`config.mk`:
```
export PLATFORM = sky130hd
export DESIGN_NAME = tdm_slave_port
export DESIGN_NICKNAME = d
export VERILOG_FILES = /design/src/rtl/tdm_port_pkg.sv /design/src/rtl/tdm_sync.sv /design/src/rtl/tdm_frame_ctrl.sv /design/src/rtl/tdm_tx_path.sv /design/src/rtl/tdm_rx_path.sv /design/src/rtl/tdm_slave_port.sv
export SDC_FILE = /design/constraint.sdc
export NUM_CORES = 1
export LEC_CHECK = 0
export BUFFER_PORTS_ARGS = -buffer_cell sky130_fd_sc_hd__buf_2
export CAP_MARGIN = 10
export CORE_MARGIN = 2
export CORE_UTILIZATION = 30
export CTS_CLUSTER_DIAMETER = 60
export DETAILED_ROUTE_END_ITERATION = 10
export SYNTH_ARGS = -nofsm -noshare
export SYNTH_HDL_FRONTEND = slang
export SYNTH_SLANG_ARGS = --single-unit
```
`constraint.sdc`:
```
create_clock -name clk -period 2.05 [get_ports clk]
set_clock_uncertainty 0.15 [all_clocks]
set_input_delay 0.5125 -clock clk [delete_from_list [all_inputs] [get_ports clk]]
set_output_delay 0.5125 -clock clk [all_outputs]
set_load 0.05 [all_outputs]
```
`src/rtl/tdm_port_pkg.sv`:
```
package tdm_port_pkg;

   typedef struct packed {
      logic rise;
      logic fall;
   } bclk_edge_t;

   localparam int unsigned MIN_SYNC_STAGES = 2;

endpackage

```
`src/rtl/tdm_sync.sv`:
```
module tdm_sync #(
   parameter int unsigned W      = 3,
   parameter int unsigned STAGES = 2
) (
   input  logic         clk,
   input  logic         rst_n,
   input  logic [W-1:0] d_i,
   output logic [W-1:0] q_o
);
   logic [STAGES-1:0][W-1:0] chain_q;

   always_ff @(posedge clk or negedge rst_n) begin
      if (!rst_n) chain_q <= '0;
      else        chain_q <= {chain_q[STAGES-2:0], d_i};
   end

   assign q_o = chain_q[STAGES-1];
endmodule

```
`src/rtl/tdm_frame_ctrl.sv`:
```
module tdm_frame_ctrl
   import tdm_port_pkg::*;
#(
   parameter int unsigned SLOT_W         = 16,
   parameter int unsigned NUM_SLOTS      = 2,
   parameter bit          SAMPLE_ON_FALL = 1'b1
) (
   input  logic clk,
   input  logic rst_n,
   input  logic bclk_s_i,
   input  logic fsync_s_i,
   output logic drive_o,
   output logic samp_act_o,
   output logic word_done_o,
   output logic last_slot_o,
   output logic frame_start_o,
   output logic mid_load_o,
   output logic last_load_o,
   output logic fsync_seen_o
);
   localparam int unsigned BIS_W = $clog2(SLOT_W);
   localparam int unsigned SNO_W = $clog2(NUM_SLOTS);
   localparam logic [BIS_W-1:0] BIS_LAST  = BIS_W'(SLOT_W - 1);
   localparam logic [SNO_W-1:0] SNO_LAST  = SNO_W'(NUM_SLOTS - 1);
   localparam logic [SNO_W-1:0] SNO_PENUL = SNO_W'(NUM_SLOTS - 2);

   logic       bclk_d;
   bclk_edge_t edg;
   logic       samp_ev;
   logic       active_q;
   logic [BIS_W-1:0] bis_q;
   logic [SNO_W-1:0] sno_q;
   logic       slot_end;

   always_ff @(posedge clk or negedge rst_n) begin
      if (!rst_n) bclk_d <= 1'b0;
      else        bclk_d <= bclk_s_i;
   end

   assign edg.rise = bclk_s_i & ~bclk_d;
   assign edg.fall = ~bclk_s_i & bclk_d;

   generate
      if (SAMPLE_ON_FALL) begin : g_samp_fall
         assign samp_ev = edg.fall;
         assign drive_o = edg.rise;
      end else begin : g_samp_rise
         assign samp_ev = edg.rise;
         assign drive_o = edg.fall;
      end
   endgenerate

   assign frame_start_o = samp_ev & fsync_s_i;
   assign samp_act_o    = samp_ev & active_q;
   assign slot_end      = samp_act_o & (bis_q == BIS_LAST);
   assign word_done_o   = slot_end;
   assign last_slot_o   = slot_end & (sno_q == SNO_LAST);
   assign mid_load_o    = slot_end & (sno_q != SNO_LAST) & ~fsync_s_i;
   assign last_load_o   = mid_load_o & (sno_q == SNO_PENUL);

   always_ff @(posedge clk or negedge rst_n) begin
      if (!rst_n) begin
         active_q <= 1'b0;
         bis_q    <= '0;
         sno_q    <= '0;
      end else if (frame_start_o) begin
         active_q <= 1'b1;
         bis_q    <= '0;
         sno_q    <= '0;
      end else if (samp_act_o) begin
         if (bis_q == BIS_LAST) begin
            bis_q <= '0;
            if (sno_q == SNO_LAST) begin
               sno_q    <= '0;
               active_q <= 1'b0;
            end else begin
               sno_q <= sno_q + 1'b1;
            end
         end else begin
            bis_q <= bis_q + 1'b1;
         end
      end
   end

   always_ff @(posedge clk or negedge rst_n) begin
      if (!rst_n) fsync_seen_o <= 1'b0;
      else        fsync_seen_o <= frame_start_o;
   end

   AST_FSEEN_SINGLE: assert property (@(posedge clk) disable iff (!rst_n)
      fsync_seen_o |=> !fsync_seen_o);
endmodule

```
`src/rtl/tdm_tx_path.sv`:
```
module tdm_tx_path #(
   parameter int unsigned SLOT_W    = 16,
   parameter int unsigned HOST_W    = 24,
   parameter int unsigned NUM_SLOTS = 2,
   localparam int unsigned IDX_W    = $clog2(NUM_SLOTS)
) (
   input  logic              clk,
   input  logic              rst_n,
   input  logic              wr_i,
   input  logic [IDX_W-1:0]  wr_sel_i,
   input  logic [HOST_W-1:0] wdata_i,
   input  logic              frame_start_i,
   input  logic              mid_load_i,
   input  logic              last_load_i,
   input  logic              drive_i,
   input  logic              clr_i,
   output logic              sdout_o,
   output logic              urun_o
);
   logic [NUM_SLOTS-1:0][SLOT_W-1:0] tbuf_q;
   logic [NUM_SLOTS-1:0]             fresh_q;
   logic [IDX_W-1:0]                 idx_q;
   logic [SLOT_W-1:0]                shift_q;
   logic                             load;
   logic [IDX_W-1:0]                 sel;
   logic                             starve;

   assign load   = frame_start_i | mid_load_i;
   assign sel    = frame_start_i ? '0 : idx_q;
   assign starve = load & ~fresh_q[sel];

   generate
      for (genvar k = 0; k < NUM_SLOTS; k++) begin : g_entry
         always_ff @(posedge clk or negedge rst_n) begin
            if (!rst_n) begin
               tbuf_q[k]  <= '0;
               fresh_q[k] <= 1'b0;
            end else if (wr_i && wr_sel_i == IDX_W'(k)) begin
               tbuf_q[k]  <= wdata_i[HOST_W-1 -: SLOT_W];
               fresh_q[k] <= 1'b1;
            end else if (load && sel == IDX_W'(k)) begin
               fresh_q[k] <= 1'b0;
            end
         end
      end
   endgenerate

   always_ff @(posedge clk or negedge rst_n) begin
      if (!rst_n) begin
         idx_q   <= '0;
         shift_q <= '0;
         sdout_o <= 1'b0;
      end else if (load) begin
         shift_q <= tbuf_q[sel];
         if (frame_start_i)    idx_q <= IDX_W'(1);
         else if (last_load_i) idx_q <= '0;
         else                  idx_q <= idx_q + 1'b1;
      end else if (drive_i) begin
         sdout_o <= shift_q[SLOT_W-1];
         shift_q <= {shift_q[SLOT_W-2:0], 1'b0};
      end
   end

   always_ff @(posedge clk or negedge rst_n) begin
      if (!rst_n)      urun_o <= 1'b0;
      else if (starve) urun_o <= 1'b1;
      else if (clr_i)  urun_o <= 1'b0;
   end

   AST_SDOUT_QUIET: assert property (@(posedge clk) disable iff (!rst_n)
      !drive_i |=> $stable(sdout_o));
   AST_TX_IDX_HOME: assert property (@(posedge clk) disable iff (!rst_n)
      last_load_i |=> (idx_q == '0));
   AST_URUN_HOLD: assert property (@(posedge clk) disable iff (!rst_n)
      (urun_o && !clr_i) |=> urun_o);
endmodule

```
`src/rtl/tdm_rx_path.sv`:
```
module tdm_rx_path #(
   parameter int unsigned SLOT_W    = 16,
   parameter int unsigned HOST_W    = 24,
   parameter int unsigned NUM_SLOTS = 2,
   localparam int unsigned IDX_W    = $clog2(NUM_SLOTS)
) (
   input  logic                 clk,
   input  logic                 rst_n,
   input  logic                 sdin_s_i,
   input  logic                 samp_act_i,
   input  logic                 word_done_i,
   input  logic                 last_slot_i,
   input  logic                 frame_start_i,
   input  logic                 rd_i,
   input  logic [IDX_W-1:0]     rd_sel_i,
   input  logic                 clr_i,
   output logic [HOST_W-1:0]    rdata_o,
   output logic [NUM_SLOTS-1:0] valid_o,
   output logic                 orun_o
);
   logic [NUM_SLOTS-1:0][SLOT_W-1:0] rbuf_q;
   logic [NUM_SLOTS-1:0]             unread_q;
   logic [SLOT_W-1:0]                shift_q;
   logic [SLOT_W-1:0]                word;
   logic [IDX_W-1:0]                 idx_q;
   logic                             clobber;

   assign word    = {shift_q[SLOT_W-2:0], sdin_s_i};
   assign clobber = word_done_i & unread_q[idx_q];

   always_ff @(posedge clk or negedge rst_n) begin
      if (!rst_n)          shift_q <= '0;
      else if (samp_act_i) shift_q <= word;
   end

   always_ff @(posedge clk or negedge rst_n) begin
      if (!rst_n)                           idx_q <= '0;
      else if (frame_start_i || last_slot_i) idx_q <= '0;
      else if (word_done_i)                 idx_q <= idx_q + 1'b1;
   end

   generate
      for (genvar k = 0; k < NUM_SLOTS; k++) begin : g_entry
         always_ff @(posedge clk or negedge rst_n) begin
            if (!rst_n) begin
               rbuf_q[k]   <= '0;
               unread_q[k] <= 1'b0;
               valid_o[k]  <= 1'b0;
            end else begin
               valid_o[k] <= word_done_i && idx_q == IDX_W'(k);
               if (word_done_i && idx_q == IDX_W'(k)) begin
                  rbuf_q[k]   <= word;
                  unread_q[k] <= 1'b1;
               end else if (rd_i && rd_sel_i == IDX_W'(k)) begin
                  unread_q[k] <= 1'b0;
               end
            end
         end
      end

      if (HOST_W > SLOT_W) begin : g_pad
         assign rdata_o = {rbuf_q[rd_sel_i], {(HOST_W-SLOT_W){1'b0}}};
      end else begin : g_nopad
         assign rdata_o = rbuf_q[rd_sel_i];
      end
   endgenerate

   always_ff @(posedge clk or negedge rst_n) begin
      if (!rst_n)       orun_o <= 1'b0;
      else if (clobber) orun_o <= 1'b1;
      else if (clr_i)   orun_o <= 1'b0;
   end

   AST_ONE_STROBE: assert property (@(posedge clk) disable iff (!rst_n)
      $onehot0(valid_o));
   AST_RX_IDX_HOME: assert property (@(posedge clk) disable iff (!rst_n)
      last_slot_i |=> (idx_q == '0));
   AST_ORUN_HOLD: assert property (@(posedge clk) disable iff (!rst_n)
      (orun_o && !clr_i) |=> orun_o);
endmodule

```
`src/rtl/tdm_slave_port.sv`:
```
module tdm_slave_port
   import tdm_port_pkg::*;
#(
   parameter int unsigned SLOT_W         = 16,
   parameter int unsigned HOST_W         = 24,
   parameter int unsigned NUM_SLOTS      = 2,
   parameter int unsigned SYNC_STAGES    = 2,
   parameter bit          SAMPLE_ON_FALL = 1'b1,
   localparam int unsigned IDX_W         = $clog2(NUM_SLOTS)
) (
   input  logic                 clk,
   input  logic                 rst_n,
   input  logic                 bclk_i,
   input  logic                 fsync_i,
   input  logic                 sdin_i,
   output logic                 sdout_o,
   input  logic                 tx_wr_i,
   input  logic [IDX_W-1:0]     tx_sel_i,
   input  logic [HOST_W-1:0]    tx_wdata_i,
   input  logic                 rx_rd_i,
   input  logic [IDX_W-1:0]     rx_sel_i,
   output logic [HOST_W-1:0]    rx_rdata_o,
   input  logic                 urun_clr_i,
   input  logic                 orun_clr_i,
   output logic [NUM_SLOTS-1:0] rx_valid_o,
   output logic                 fsync_seen_o,
   output logic                 urun_o,
   output logic                 orun_o
);
   generate
      if (SLOT_W > HOST_W || SLOT_W < 2 || NUM_SLOTS < 2 ||
          SYNC_STAGES < MIN_SYNC_STAGES) begin : g_cfg_bad
         $error("tdm_slave_port: unsupported parameter set");
      end
   endgenerate

   logic bclk_s, fsync_s, sdin_s;
   logic drive, samp_act, word_done, last_slot, frame_start, mid_load, last_load;

   tdm_sync #(.W(3), .STAGES(SYNC_STAGES)) u_sync (
      .clk   (clk),
      .rst_n (rst_n),
      .d_i   ({bclk_i, fsync_i, sdin_i}),
      .q_o   ({bclk_s, fsync_s, sdin_s})
   );

   tdm_frame_ctrl #(.SLOT_W(SLOT_W), .NUM_SLOTS(NUM_SLOTS),
                    .SAMPLE_ON_FALL(SAMPLE_ON_FALL)) u_frame (
      .clk           (clk),
      .rst_n         (rst_n),
      .bclk_s_i      (bclk_s),
      .fsync_s_i     (fsync_s),
      .drive_o       (drive),
      .samp_act_o    (samp_act),
      .word_done_o   (word_done),
      .last_slot_o   (last_slot),
      .frame_start_o (frame_start),
      .mid_load_o    (mid_load),
      .last_load_o   (last_load),
      .fsync_seen_o  (fsync_seen_o)
   );

   tdm_tx_path #(.SLOT_W(SLOT_W), .HOST_W(HOST_W), .NUM_SLOTS(NUM_SLOTS)) u_tx (
      .clk           (clk),
      .rst_n         (rst_n),
      .wr_i          (tx_wr_i),
      .wr_sel_i      (tx_sel_i),
      .wdata_i       (tx_wdata_i),
      .frame_start_i (frame_start),
      .mid_load_i    (mid_load),
      .last_load_i   (last_load),
      .drive_i       (drive),
      .clr_i         (urun_clr_i),
      .sdout_o       (sdout_o),
      .urun_o        (urun_o)
   );

   tdm_rx_path #(.SLOT_W(SLOT_W), .HOST_W(HOST_W), .NUM_SLOTS(NUM_SLOTS)) u_rx (
      .clk           (clk),
      .rst_n         (rst_n),
      .sdin_s_i      (sdin_s),
      .samp_act_i    (samp_act),
      .word_done_i   (word_done),
      .last_slot_i   (last_slot),
      .frame_start_i (frame_start),
      .rd_i          (rx_rd_i),
      .rd_sel_i      (rx_sel_i),
      .clr_i         (orun_clr_i),
      .rdata_o       (rx_rdata_o),
      .valid_o       (rx_valid_o),
      .orun_o        (orun_o)
   );
endmodule

```
# Word-level counts from Yosys, hierarchy flattened
# Cells that the tools add are included.
# Widths: inputs -> output; s select.
# word_totals
ff_bits,120
# op_classes
add_sub_neg,4
n_lt_le_gt_ge,3
eq_ne,1
muxes,38
n_bitwise,22
n_reduce_logical,23
# op_table
cell,count
$mux 16,6
$mux 1,29
$reduce_bool 2->1,11
$mux 4,3
$and 1x1->1,11
$not 1->1,10
$logic_and 1x1->1,8
$lt 1x2->1 const B,3
$add 4x1->4 const B,1
$eq 4x4->1 const B,1
$reduce_and 2->1,2
$add 1x1->1 const B,3
$reduce_and 3->1,1
$logic_or 1x1->1,1
$or 1x1->1,1

# Longest topological paths before layout
# Gate-level depths: netlist of the first run.
# logic_depth
ltp_word,10
depth_mapped,7
ltp_nobuf,5

# Modules after synthesis
# Synthesis of the first run repeated with hierarchy kept, for this count alone.
# unflattened
cells_unflattened,381
hier_area_um2,5099.9
# by_module_without_submodules
module,instances,cells_each,area_per_inst_um2,seq_area_each_um2
tdm_tx_path,1,189,2283.4,1326.3
tdm_rx_path,1,145,2235.9,1326.3
tdm_frame_ctrl,1,38,407.9,200.2
tdm_sync,1,9,172.7,150.1

# Least setup slack after synthesis of the first run
# OpenSTA, ideal clock, no wires.
# synth_timing
kind,input to output
startpoint,input port rx_sel_i
endpoint,output port rx_rdata_o[12]
arrival_time_ns,1.648
required_time_ns,1.387
slack_ns,-0.260
stages,3
n_path_buf,2
path_cell_list,clkbuf_1 -> buf_1 -> mux2_2
# synth_via
elab_chain_len,2
# synth_lines
item,line_no,text
from (decl),tdm_slave_port.sv:21,"input logic [IDX_W-1:0] rx_sel_i,"
$mux 16 (not written as such) (2 in series),tdm_rx_path.sv:62,"assign rdata_o = {rbuf_q[rd_sel_i], {(HOST_W-SLOT_W){1'b0}}};"
to (decl),tdm_slave_port.sv:22,"output logic [HOST_W-1:0] rx_rdata_o,"
# No other way between the ends. The select of a mux whose other input is x is not followed.

# Final worst setup path of the first run
# layout_timing
startpoint,input port rx_sel_i
endpoint,output port rx_rdata_o[22]
# The elaborated chain is that of the path after synthesis.

==> impl_metrics.yaml, run 1 <==
critical_path:
  worst_ep_arrival_time_ns: 1.36
  cp_max_fo: 18
  start_kind: "input port"
  endpoint_kind: "output port"
  crit_family: "buffers and inverters"
  r2r_start: "u_frame.bis_q[0]$_DFFE_PN0P_"
  r2r_slack_ns: 0.10
  required_ns: 1.39
  crit_type: "in -> out"
  critPathCapture: "rx_rdata_o[22]"
  cp.depth: 4
  cp_slowest_stage_delay_ns: 0.35
  crit_chain: "buf_2, buf_12, mux2_2, clkbuf_4"
  cp-startpoint: "rx_sel_i"
  cp_num_buf_inv: 3
  ff2ff_path_depth: 7
  regToRegEndpoint: "u_rx.rbuf_q[19]$_DFFE_PN0P_"
  crit_slowest_cell: "mux2_2"
final_layout:
  antenna_cells: 0
  drive_gt1_frac: 0.389
  area.growth.synth_to_final_pct: 23.9
  seqCellArea_um2: 3000
  multi_input_area_um2: 1810
  fillers: 1614
  fin_cells: 691
  nets: 495
global_routing:
  grt_pass1_vias: 3290
  grt_max_degree: 60
  antenna_found_initial: 0
  grt_usage: 0.119
  gr-total-overflow: 0
  grt_pass1_wl_mm: 16.1
route:
  ant_nets: 0
  drcViolationCount: 0
  avgRoutedWirePerCell_um: 13.9
  wirelength_mm: 9.64
  drtIter0Drc: 132
  num_vias: 3063
  first_pass_iters: 4
  routed_via_density: 4.43
timing:
  fmax_ghz: 0.495
  worst_pin_slew_ns: 0.647
  finalCritPeriodShare: 0.985
  period_minus_slack_ns: 2.02
  setup_violations: 0
  finalHoldViolCount: 0
  relSlewSlack: 0.568
  fin_tns_setup_ns: 0
  slew_viol_final: 0
  rsz0062_at_grt: "false"
floorplanning:
  core_um2: 16500
  initial_core_util: 0.304
  die_height_um: 133
  dieWidth_um: 133
  io_pins: 65
  num_rows: 47
  die_area_um2: 17800
power_and_ir_drop:
  p_leak_nw: 3.00
  power_density_nw_per_um2: 1030
  vdd_drop_max_mv: 0.634
placement:
  place_congestion: 0.729
  io_buffers: 48
  dp.cells: 659
  hpwl_mm: 6.23
clock_network:
  clockBufferDepth: 2
  clockRootBuffer: "clkbuf_16"
  post_cts_buffers: 0
  cts_tree: "done"
  clk_pin_slew_ns: 0.05
  clock-sinks: 120
  cts_inserted_buffers: 17
  htreeDepth: 4
  clk_latency_ns: 0.41
synthesis:
  ys_ff_latch: 120
  synthCells: 397
  synth_seq_area_share: 0.599
  ys_warn_count: 0
  syn_area_um2: 5010
  syn_area_per_cell_um2: 12.6
  synth_cell_types: 37
run:
  max_cap_violations: 0
hold_path:
  hp-class: "in -> reg"
status:
  status: "completed"
[sequential cells by signal, indices dropped and copies added (netlist names)]
signal and cells:
u_rx.shift_q 15, u_sync.q_o 3, u_frame.bis_q 4, u_frame.fsync_seen_o 1, u_rx.orun_o 1, u_rx.valid_o 2
u_rx.unread_q 2, u_rx.rbuf_q 32, u_tx.tbuf_q 32, u_tx.shift_q 16, u_tx.fresh_q 2, u_tx.urun_o 1
u_tx.idx_q 1, u_sync.chain_q 3, u_frame.active_q 1, u_rx.idx_q 1, u_frame.bclk_d 1, u_tx.sdout_o 1
u_frame.sno_q 1
[Yosys cell counts]
master    count  area [µm²]
inv_2         1        3.75
dfrtp_1     120        3000
a32o_1        1        10.0
xor2_1        2        17.5
and3b_1       1        8.76
inv_1        21        78.8
or4_4         1        11.3
nand2_2       2        12.5
a21o_1        2        15.0
clkbuf_1      8        30.0
a21oi_1       1        5.00
o22ai_1       1        6.26
buf_1         2        7.51
mux2_2       81         912
buf_6         1        11.3
o21ai_0       6        30.0
nor4_1        1        6.26
nand2_1      69         259
conb_1        1        3.75
nand3_1       2        10.0
buf_4        10        75.1
o221ai_1     16         140
buf_2         5        25.0
nor2_2        1        6.26
mux2i_1      16         160
nor2b_1       1        6.26
nand3b_1      3        22.5
nor2_1       10        37.5
ha_1          1        12.5
nand2b_4      1        13.8
xnor2_1       1        8.76
o41a_1        1        11.3
or3_1         1        6.26
and3_1        1        6.26
nand3_2       1        10.0
nor3_1        3        15.0
nor4_2        1        12.5
[worst register-to-register path: cells and delay by family, from the launching register on]
kind / cells / cell delay [ns]
flops: 1 / 0.40
mux: 1 / 0.28
fa+ha+maj: 1 / 0.22
simple gates: 3 / 0.43
buf+inv: 2 / 0.34
[per-stage QoR]
stage	util	hold WS [ns]	instance area [µm²]	power, mW	setup slack, ns
5_1_grt	0.377	0.0297	6210	6.71	0.000499
2_1_floorplan	-	0.0669	5040	3.21	-0.00371
3_3_place_gp	0.338	0.186	5570	3.37	-0.0727
3_5_place_dp	0.338	0.187	5570	3.41	-0.208
6_report	0.377	0.0572	6210	6.41	0.0307
4_1_cts	0.377	0.0419	6200	6.49	0.0101
[routing by layer]
layer | track usage | wire, µm
met5 | 0 | 0
met3 | 0.0521 | 551
met2 | 0.201 | 4730
met4 | 0.0408 | 109
met1 | 0.136 | 4240
[how the worst min path moves through the flow]
stage	startpoint	endpoint	slack (ns)	cells after the start
6_report	bclk_i	u_sync.chain_q[2]$_DFF_PN0_	0.06	1
5_1_grt	bclk_i	u_sync.chain_q[2]$_DFF_PN0_	0.03	1
3_5_place_dp	u_sync.chain_q[0]$_DFF_PN0_	u_sync.q_o[0]$_DFF_PN0_	0.19	0
3_3_place_gp	u_sync.chain_q[1]$_DFF_PN0_	u_sync.q_o[1]$_DFF_PN0_	0.19	0
4_1_cts	bclk_i	u_sync.chain_q[2]$_DFF_PN0_	0.04	1
2_1_floorplan	rst_n	u_frame.active_q$_DFFE_PN0P_	0.07	0
[cell families (layout without fill, tap and decap cells)]
kind of cell / Yosys count / count (layout) / synth area share
adder cells (fa/ha/maj): 1 / 1 / 0.00250
multiplexers: 97 / 97 / 0.214
flip-flops: 120 / 120 / 0.599
other: 1 / 8 / 0.000748
AO/OA/AOI/OAI: 28 / 28 / 0.0434
buffers and inverters: 48 / 115 / 0.0462
XOR/XNOR: 3 / 3 / 0.00524
AND/OR/NAND/NOR: 99 / 99 / 0.0886
[timing repair]
action	in CTS	in global routing
hold endpoints to repair	21	0
hold buffers	1	0
resized for setup	2	4
endpoints found under the setup margin	15	3
[placed cells by master (no fill, tap or decap), types with 2 or more instances in the layout]
cell / n
a21o_1: 2
buf_12: 5
buf_2: 45
buf_4: 10
bufinv_16: 3
clkbuf_16: 17
clkbuf_8: 5
clkinv_2: 4
conb_1: 8
dfrtp_1: 120
inv_1: 21
mux2_2: 81
mux2i_1: 16
nand2_1: 69
nand2_2: 2
nand3_1: 2
nand3b_1: 3
nor2_1: 9
nor2_2: 2
nor3_1: 3
o21ai_0: 6
o221ai_1: 16
xor2_1: 2
[cell type report]
class,instances,area share
repair buffers,62,0.0673
flip-flops and latches,120,0.484
clock buffers,23,0.0802
clock inverters,8,0.0189
multi-input cells,236,0.292
inverters,22,0.0133
well taps,220,0.0443
[power by group]
part | switching [mW] | internal [mW]
Combinational | 0.311 | 0.255
Clock | 0.980 | 2.05
Sequential | 0.173 | 2.63
Note: power is estimated with default switching activity, not from simulation.
==> run 2, diff against run 1 <==
==> constraint.sdc (replaced) <==
create_clock -name clk -period 2.3 [get_ports clk]
set_clock_uncertainty 0.15 [all_clocks]
set_input_delay 0.575 -clock clk [delete_from_list [all_inputs] [get_ports clk]]
set_output_delay 0.575 -clock clk [all_outputs]
set_load 0.05 [all_outputs]
==> impl_metrics.yaml, run 2 (synthesized netlist as in run 1, its figures left out) <==
timing:
  worst_pin_slew_ns: 0.666
  finalCritPeriodShare: 0.935
  worst_hold_slack_ns: 0.120
  period_minus_slack_ns: 2.15
  relSlewSlack: 0.555
  fmax_ghz: 0.465
  rsz0062_at_grt: "false"
  slew_viol_final: 0
  fin_tns_setup_ns: 0
  setup_violations: 0
  finalHoldViolCount: 0
critical_path:
  cp_num_buf_inv: 3
  required_ns: 1.57
  start_kind: "input port"
  crit_type: "in -> out"
  cpMostUsedCell: "buf_2"
  cp_slowest_stage_delay_ns: 0.36
  r2r_start: "u_frame.bis_q[0]$_DFFE_PN0P_"
  crit_family: "buffers and inverters"
  endpoint_kind: "output port"
  cp-startpoint: "rx_sel_i"
  crit_chain: "buf_2, buf_12, mux2_2, buf_2"
  crit_slowest_cell: "mux2_2"
  cp_max_fo: 18
  worst_ep_arrival_time_ns: 1.43
run:
  max_cap_violations: 0
floorplanning:
  core_um2: 16500
  io_pins: 65
  die_height_um: 133
  initial_core_util: 0.304
  num_rows: 47
  dieWidth_um: 133
  die_area_um2: 17800
final_layout:
  drive_gt1_frac: 0.382
  fillers: 1603
  fin_cells: 689
  antenna_cells: 0
  final_common_cell: "dfrtp_1"
  multi_input_area_um2: 1810
  fin_util: 0.374
  final_cell_mix: "120 x dfrtp_1, 81 x mux2_2, 69 x nand2_1"
  top_regs: "u_rx.rbuf_q x32, u_tx.tbuf_q x32, u_tx.shift_q x16"
  nets: 492
  seqCellArea_um2: 3000
  area.growth.synth_to_final_pct: 22.8
power_and_ir_drop:
  sw_frac_of_total: 0.236
  p_seq_frac: 0.434
  total_power_mw: 5.76
  vdd_drop_max_mv: 0.718
  power_switching_mw: 1.36
  internal_power_mw: 4.40
  p_clk_frac: 0.478
  pwr-share-comb: 0.087
  p_leak_nw: 2.97
  power_density_nw_per_um2: 937
route:
  routed_via_density: 4.48
  wirelength_mm: 9.67
  num_vias: 3085
  first_pass_iters: 4
  avgRoutedWirePerCell_um: 14.0
  ant_nets: 0
  drcViolationCount: 0
  drtIter0Drc: 136
global_routing:
  gr-total-overflow: 0
  grt_pass1_vias: 3285
  grt_pass1_wl_mm: 16.4
  met3_usage: 0.0510
  grt_usage: 0.119
  use_met1: 0.146
  grt_max_degree: 59
  antenna_found_initial: 0
  met2_usage: 0.188
  busiest_layer: "met2"
status:
  status: "completed"
clock_network:
  post_cts_buffers: 0
  clockRootBuffer: "clkbuf_16"
  cts_tree: "done"
  clockBufferDepth: 2
  clk_pin_slew_ns: 0.05
  cts_inserted_buffers: 17
  clk_latency_ns: 0.41
  htreeDepth: 4
  clock-sinks: 120
placement:
  dp.cells: 656
  hpwl_mm: 6.30
  place_congestion: 0.732
  io_buffers: 48
hold_path:
  hp-class: "in -> reg"
  hold_path.startpoint: "fsync_i"
==> run 2: worst paths after layout <==
check | endpoint | slack [ns] | cells past startpoint
max | rx_rdata_o[23] | 0.15 | 4
min | u_sync.chain_q[1]$_DFF_PN0_ | 0.12 | 1
max reg2reg | u_rx.rbuf_q[25]$_DFFE_PN0P_ | 0.22 | 5
min reg2reg | u_sync.q_o[0]$_DFF_PN0_ | 0.20 | 0
max in group asynchronous | u_rx.rbuf_q[4]$_DFFE_PN0P_ | 0.90 | 3
min in group asynchronous | u_tx.tbuf_q[9]$_DFFE_PN0P_ | 0.47 | 2
==> run 2: final cells by class <==
cell class              instances  area share
clock inverters                13      0.0289
well taps                     220      0.0447
multi-input cells             236       0.293
repair buffers                 59      0.0594
flip-flops and latches        120       0.488
inverters                      22      0.0134
clock buffers                  19      0.0720
==> run 2: layer usage <==
layer  up-vias  wire (µm)
met4         0        146
met5         -          0
li1       1469          -
met2        73       4640
met1      1531       4380
met3        12        501
==> run 2: what timing repair did <==
item / CTS / global route
resized for setup: 1 / 0
endpoints found under the setup margin: 1 / 0
endpoints found under the hold margin: 24 / 0
hold buffers: 1 / 0
==> run 2: power by group through the flow <==
| stage | clock network, mW | logic (mW) | registers (mW) |
|---|---|---|---|
| 2_1_floorplan | 0 | 0.347 | 2.51 |
| 3_3_place_gp | 0 | 0.491 | 2.52 |
| 3_5_place_dp | 0 | 0.511 | 2.54 |
| 4_1_cts | 2.83 | 0.515 | 2.50 |
| 5_1_grt | 2.94 | 0.565 | 2.53 |
| 6_report | 2.76 | 0.503 | 2.50 |
==> run 2: stage by stage <==
stage / setup slack [ns] / instance area, µm²
floorplan: 0.121 / 5040
global placement: 0.0297 / 5520
detailed placement: -0.00466 / 5520
CTS: 0.139 / 6150
global route: 0.117 / 6150
finish: 0.149 / 6150
==> run 2: worst reg2reg max path: stages (launching register included) <==
cell and delay (ns):
dfrtp_1 0.40, ha_1 0.21, nand3_2 0.17, nor2_1 0.27
nand2_2 0.36, mux2_2 0.40
